## src/rtl/rbase_pkg.sv

```systemverilog
package rbase_pkg;

    localparam int REG_W = 16;
    localparam int LANE_W = 8;
    localparam int LANES = REG_W / LANE_W;

    typedef struct packed {
        logic             go;
        logic [LANES-1:0] be;
        logic [REG_W-1:0] data;
    } wr_req_t;

    typedef enum logic [1:0] {
        ACC_IDLE  = 2'd0,
        ACC_READ  = 2'd1,
        ACC_WRITE = 2'd2
    } acc_kind_t;

    function automatic acc_kind_t classify(input logic sel, input logic wr,
                                           input logic [LANES-1:0] be);
        if (!sel)
            return ACC_IDLE;
        if (!wr)
            return ACC_READ;
        if (|be)
            return ACC_WRITE;
        return ACC_IDLE;
    endfunction

    function automatic int lane_of(input int bit_pos);
        return bit_pos / LANE_W;
    endfunction

endpackage

```

## src/rtl/rbase_store.sv

```systemverilog
module rbase_store
    import rbase_pkg::*;
#(
    parameter int FIELD_W = 11
) (
    input  logic               clk,
    input  logic               rst,
    input  wr_req_t            wreq,
    output logic [FIELD_W-1:0] field,
    output logic               dis,
    output logic               locked
);
    localparam int FIELD_LSB = REG_W - FIELD_W;

    logic               accept;
    logic [FIELD_W-1:0] bit_wen;
    logic [FIELD_W-1:0] field_nxt;
    logic               top_lane;

    assign accept   = wreq.go && !locked;
    assign top_lane = wreq.be[LANES-1];

    for (genvar i = 0; i < FIELD_W; i++) begin : g_bit
        localparam int LN = lane_of(FIELD_LSB + i);
        assign bit_wen[i]   = accept && wreq.be[LN];
        assign field_nxt[i] = bit_wen[i] ? wreq.data[FIELD_LSB + i] : field[i];
    end

    always_ff @(posedge clk) begin
        if (rst) begin
            field  <= '0;
            dis    <= 1'b1;
            locked <= 1'b0;
        end else begin
            field <= field_nxt;
            if (accept) begin
                locked <= 1'b1;
                if (top_lane)
                    dis <= 1'b0;
            end
        end
    end

    assert_lock_sticky_R3: assert property (@(posedge clk) disable iff (rst)
        locked |=> locked);
    assert_field_frozen_R3: assert property (@(posedge clk) disable iff (rst)
        locked |=> $stable(field));
    assert_flag_no_rise_R5: assert property (@(posedge clk) disable iff (rst)
        !dis |=> !dis);
    assert_flag_needs_upper_R5: assert property (@(posedge clk) disable iff (rst)
        (dis && !(wreq.go && wreq.be[LANES-1])) |=> dis);
    assert_empty_write_R9: assert property (@(posedge clk) disable iff (rst)
        (!wreq.go && !locked) |=> !locked);

endmodule

```

## src/rtl/rbase_decode.sv

```systemverilog
module rbase_decode #(
    parameter int ADDR_W = 24,
    parameter int OFS_W  = 13
) (
    input  logic              clk,
    input  logic              rst,
    input  logic [ADDR_W-1:0] bus_addr,
    input  logic [ADDR_W-OFS_W-1:0] field,
    input  logic              dis,
    output logic              arr_sel,
    output logic [OFS_W-1:0]  arr_ofs
);
    logic hit;

    always_comb begin
        hit     = (bus_addr[ADDR_W-1:OFS_W] == field);
        arr_sel = hit && !dis;
        arr_ofs = bus_addr[OFS_W-1:0];
    end

    assert_sel_gated_R7: assert property (@(posedge clk) disable iff (rst)
        arr_sel |-> !dis);
    assert_sel_matches_R7: assert property (@(posedge clk) disable iff (rst)
        arr_sel |-> (bus_addr[ADDR_W-1:OFS_W] == field));

endmodule

```

## src/rtl/rbase_rdport.sv

```systemverilog
module rbase_rdport
    import rbase_pkg::*;
#(
    parameter int FIELD_W = 11
) (
    input  logic               clk,
    input  logic               rst,
    input  logic               soft_rst,
    input  logic               rd_go,
    input  logic [FIELD_W-1:0] field,
    input  logic               dis,
    output logic [REG_W-1:0]   rd_data
);
    localparam int RSV_W = REG_W - FIELD_W - 1;

    logic [REG_W-1:0] image;

    always_comb image = {field, {RSV_W{1'b0}}, dis};

    always_ff @(posedge clk) begin
        if (rst || soft_rst)
            rd_data <= '0;
        else if (rd_go)
            rd_data <= image;
    end

    assert_reserved_zero_R6: assert property (@(posedge clk) disable iff (rst)
        rd_data[RSV_W:1] == '0);
    assert_soft_clears_R8: assert property (@(posedge clk) disable iff (rst)
        soft_rst |=> rd_data == '0);
    assert_hold_R2: assert property (@(posedge clk) disable iff (rst)
        (!rd_go && !soft_rst) |=> $stable(rd_data));

endmodule

```

## src/rtl/ram_base_ctrl.sv

```systemverilog
module ram_base_ctrl
    import rbase_pkg::*;
#(
    parameter int ADDR_W = 24,
    parameter int OFS_W  = 13
) (
    input  logic              clk,
    input  logic              rst,
    input  logic              soft_rst,
    input  logic              reg_sel,
    input  logic              reg_wr,
    input  logic [1:0]        reg_be,
    input  logic [15:0]       reg_wdata,
    output logic [15:0]       rd_data,
    input  logic [ADDR_W-1:0] bus_addr,
    output logic              arr_sel,
    output logic [OFS_W-1:0]  arr_ofs
);
    localparam int FIELD_W = ADDR_W - OFS_W;

    acc_kind_t          kind;
    wr_req_t            wreq;
    logic [FIELD_W-1:0] field;
    logic               dis;
    logic               locked;

    always_comb begin
        kind      = classify(reg_sel, reg_wr, reg_be);
        wreq.go   = (kind == ACC_WRITE);
        wreq.be   = reg_be;
        wreq.data = reg_wdata;
    end

    rbase_store #(.FIELD_W(FIELD_W)) u_store (
        .clk(clk), .rst(rst), .wreq(wreq),
        .field(field), .dis(dis), .locked(locked)
    );

    rbase_decode #(.ADDR_W(ADDR_W), .OFS_W(OFS_W)) u_dec (
        .clk(clk), .rst(rst), .bus_addr(bus_addr), .field(field), .dis(dis),
        .arr_sel(arr_sel), .arr_ofs(arr_ofs)
    );

    rbase_rdport #(.FIELD_W(FIELD_W)) u_rd (
        .clk(clk), .rst(rst), .soft_rst(soft_rst),
        .rd_go(kind == ACC_READ), .field(field), .dis(dis), .rd_data(rd_data)
    );

    assert_soft_keeps_state_R8: assert property (@(posedge clk) disable iff (rst)
        (soft_rst && !wreq.go) |=> ($stable(field) && $stable(dis) && $stable(locked)));

endmodule

```

## config.mk

```make
export PLATFORM = sky130hd
export DESIGN_NAME = ram_base_ctrl
export DESIGN_NICKNAME = d
export VERILOG_FILES = /design/src/rtl/rbase_pkg.sv /design/src/rtl/rbase_store.sv /design/src/rtl/rbase_decode.sv /design/src/rtl/rbase_rdport.sv /design/src/rtl/ram_base_ctrl.sv
export SDC_FILE = /design/constraint.sdc
export NUM_CORES = 1
export LEC_CHECK = 0
export ABC_AREA = 1
export BUFFER_PORTS_ARGS = -buffer_cell sky130_fd_sc_hd__buf_2
export CELL_PAD_IN_SITES_DETAIL_PLACEMENT = 1
export CELL_PAD_IN_SITES_GLOBAL_PLACEMENT = 2
export CORE_UTILIZATION = 23
export CTS_CLUSTER_DIAMETER = 150
export DETAILED_ROUTE_END_ITERATION = 10
export PLACE_DENSITY_LB_ADDON = 0.1
export SKIP_CTS_REPAIR_TIMING = 1
export SYNTH_ARGS = -nofsm -noshare
export SYNTH_HDL_FRONTEND = slang
export SYNTH_HIERARCHICAL = 1
export SYNTH_SLANG_ARGS = --single-unit
```

## constraint.sdc

```tcl
create_clock -name clk -period 2.9 [get_ports clk]
set_clock_uncertainty 0.2 [all_clocks]
set_input_delay 0 -clock clk [delete_from_list [all_inputs] [get_ports clk]]
set_output_delay 0 -clock clk [all_outputs]
set_load 0.02 [all_outputs]
```

# Yosys cells after proc, flatten, opt, wreduce, memory -nomap -nowiden
# Index checks and enable logic that the tools add are counted.
# word_totals
register_bits,25
latchBits,0
ramBits,0
romBits,0
memories,0
# classes
add_sub_neg,0
multipliers,0
div_mod_pow,0
order_cmp,0
eq_ne,3
n_shift,0
n_mux,11
n_bitwise,0
n_reduce_logical,9
# op_table
op,count
$mux 2,6
$eq 11x11->1,1
$mux 1,5
$logic_and 1x1->1,4
$eq 2x1->1 const B,1
$eq 2x2->1 const B,1
$logic_not 1->1,2
$reduce_and 2->1,1
$reduce_or 2->1,1
$logic_or 1x1->1,1

# Depth between registers and ports, before layout
# logic_depth
word_depth,10
mapped_depth,8

# By module
# Netlist, hierarchy kept.
# by_module_without_submodules
mod,instances,cells_each,area_per_inst_um2
rbase_store,1,78,539.3
rbase_rdport,1,81,538.0
rbase_decode,1,77,352.8
ram_base_ctrl,1,5,18.8

# Least setup slack after synthesis
# No wires, ideal clock.
# synth_timing
path_type,register to register
startpoint,register u_store.locked
endpoint,register u_store.field[10]
t_arrival_ns,0.755
t_required_ns,2.587
path_slack_ns,1.832
path_stages_with_launch,6
path_buffers,1
synth_period_minus_slack_ns,1.068
path_cell_list,dfxtp_1 > inv_1 > nand3_4 > buf_6 > nor2_1 > nor2_1
# synth_between
elab_chain_cells,3
# synth_rtl
item,line_no,source
start: declaration,rbase_store.sv:11,output logic locked
start signal: assignment,rbase_store.sv:33,locked <= 1'b0;
start signal: assignment,rbase_store.sv:37,locked <= 1'b1;
$logic_not 1->1,rbase_store.sv:20,assign accept = wreq.go && !locked;
$logic_and 1x1->1,rbase_store.sv:20,
$logic_and 1x1->1,rbase_store.sv:25,assign bit_wen[i] = accept && wreq.be[LN];
end signal: assignment,rbase_store.sv:35,field <= field_nxt;
end: declaration,rbase_store.sv:9,"output logic [FIELD_W-1:0] field,"
# No other way between the ends.
# A chain may end at the register's enable or synchronous reset.

# Worst setup path in the final report
# layout_timing
startpoint,register u_store.field[1]
endpoint,output port arr_sel
# layout_between
elab_chain_cells,2
# layout_rtl
item,line_no,source
$eq 11x11->1,rbase_decode.sv:16,hit = (bus_addr[ADDR_W-1:OFS_W] == field);
$logic_and 1x1->1,rbase_decode.sv:17,arr_sel = hit && !dis;
end: declaration,ram_base_ctrl.sv:16,"output logic arr_sel,"
# No other way between the ends.

==> results_dict.tcl <==
set metrics [dict create \
    cts_tree "yes" \
    ios 77 \
    die_h_um 81.37 \
    core-area_mm2 0.005991 \
    cts.sinks 25 \
    p_per_area_mw_per_mm2 395.7 \
    dp_cells 339 \
    max_clock_freq_ghz 0.6545 \
    finalCritPeriodShare_pct 52.69 \
    die_area_mm2 0.006621 \
    cap_viol_max_count 0 \
    initial_utilization_pct 24.19 \
    path_class "reg2out" \
    first_pass_iters 4 \
    first_iter_violations 33 \
    drc 0 \
    gp_congestion 0.7401 \
    avgRoutedWirePerCell_um 9.873 \
    clk_latency_ns 0.27 \
    instances_no_fill 369 \
    place_ws_ns 1.667 \
    setup-tns-final_ns 0 \
    num_vias 1361 \
    fp.dieW_um 81.37 \
    synth-seq-cells 25 \
    num_rows 28 \
    worstMarginPinSlew_ns 0.5893 \
    irDropWorstVdd_uv 153.0 \
    htree_levels 1 \
    diodes 0 \
    dpl.hpwl_mm 2.516 \
    viasPerCell 3.688 \
    endpoint_kind "primary output" \
    slowest_stage "dfxtp_1" \
    hold_violations 2 \
    grt_pass1_vias 1211 \
    grt_usage_pct 11.71 \
    port-buffer-count 41 \
    yosysSeqAreaShare_pct 34.54 \
    required_ns 2.70 \
    antenna_found_initial 0 \
    overflow 0 \
    cp_max_fo 4 \
    finalMaxSlewViolations 0 \
    syn_to_final_growth_pct 30.40 \
    rsz0062_at_grt "false" \
    grt_max_degree 25 \
    placed_cell_area_mm2 0.001584 \
    setup_viol 0 \
    fin_ws_ns 1.372 \
    antenna_left 0 \
    synthCells 241 \
    critPathMostFrequentCell "nand2_1" \
    clk_path_buf_depth 2 \
    yosys_warnings 6 \
    min_path_type "in2reg" \
    cp.arrival_ns 1.33 \
    holdWs_ns -0.02556 \
    clk_pin_slew_worst_paths_ns 0.10 \
    p_leak_nw 1.005 \
    finalPower_mw 0.7475 \
    relSlewSlack_pct 60.67 \
    fin_crit_ns 1.528 \
    violations "hold timing" \
    syn_area_per_cell_um2 6.012 \
    grt_pass1_wl_mm 5.740 \
    routed_wirelength_mm 3.643 \
    cts_buffers 3 \
    syn_area_mm2 0.001449 \
    fin_nets 342 \
    design_area_mm2 0.001889 \
    cts_root_buf "clkbuf_8" \
    crit_path_cell_trace "inv_1, nand2_1, nand2_1, inv_1, nand2_1, nor2_2, nand2_1, nor2_2, buf_2" \
    max_stage_delay_ns 0.41 \
    synth_cell_type_count 14 \
    outcome "finished with violations" \
    worstSetupStartpointType "flip-flop" \
    drive_gt1_share_pct 18.37 \
]
## per-layer routing
| layer | global-route usage, % | vias to the layer above | wire (µm) |
|---|---|---|---|
| met1 | 14.55 | 564 | 1790 |
| met4 | 4.643 | 0 | 25 |
| met2 | 19.08 | 36 | 1654 |
| li1 | - | 759 | - |
| met3 | 3.034 | 2 | 172 |
| met5 | 0 | - | 0 |
## area by class of cell
class / count / area [µm²]
fillers: 790 / 4101
multi-input cells: 149 / 596.8
flip-flops and latches: 25 / 500.5
repair buffers: 68 / 473.0
inverters: 48 / 180.2
well taps: 75 / 93.84
clock buffers: 4 / 45.04
## flip-flops by register name, indices dropped and copies added (netlist names)
name and flops:
u_store/locked 1, u_store/dis 1, u_rd/rd_data 12, u_store/field 11
## cells by family after synthesis
family / Yosys count / synth area share, %
and+or+nand+nor: 145 / 40.16
buffers and inverters: 70 / 25.04
DFF: 25 / 34.54
other: 1 / 0.2588
## synth_stat cells
library cell  count  area share (%)
nand2_1          80              21
nor2_1           54              14
inv_1            48              12
dfxtp_1          25              35
buf_4            18             9.3
nor2_2            5             2.2
buf_6             3             2.3
or2_2             2            0.86
clkbuf_8          1            0.95
conb_1            1            0.26
nand2_2           1            0.43
nand3_1           1            0.35
nand3_4           1             1.2
nand4_1           1            0.43
## cells in the final DEF (no fill, tap or decap), types with 2 or more instances in the layout
master         count
nand2_1           80
inv_1             48
nor2_2             5
or2_2              2
buf_2             41
nor2_1            54
dfxtp_1           25
clkbuf_8           3
conb_1             4
dlygate4sd3_1     26
## critical path, delay by kind of cell, from the launching register on
kind,cells,cell delay (ns)
simple gates,6,0.37
flops,1,0.41
buf+inv,3,0.27
## per-stage QoR
| step | utilization [%] | hold slack (ns) |
|---|---|---|
| after floorplan | - | -0.1276 |
| after global placement | 26.44 | -0.1999 |
| after detailed placement | 26.44 | -0.1999 |
| after CTS | 27.19 | -0.3081 |
| after global routing | 31.54 | 0.007984 |
| final | 31.54 | -0.02556 |
## power by group
part / total, mW / internal (mW) / switching, mW / leakage (nW)
Sequential: 0.367 / 0.357 / 0.00980 / 0.204
Clock: 0.222 / 0.0986 / 0.123 / 0.0228
Combinational: 0.158 / 0.0683 / 0.0901 / 0.779
Total: 0.748 / 0.524 / 0.223 / 1.01
## final timing paths
kind | to | cells past startpoint | startpoint | slack [ns]
setup reg to reg | u_store/field[7] | 5 | u_store/locked | 1.73
hold reg to reg | u_store/dis | 2 | u_store/dis | 0.27
setup / recovery | arr_sel | 9 | u_store/field[1] | 1.37
hold / removal | u_store/locked | 5 | reg_sel | -0.03
Note: power is estimated with default switching activity, not from simulation.
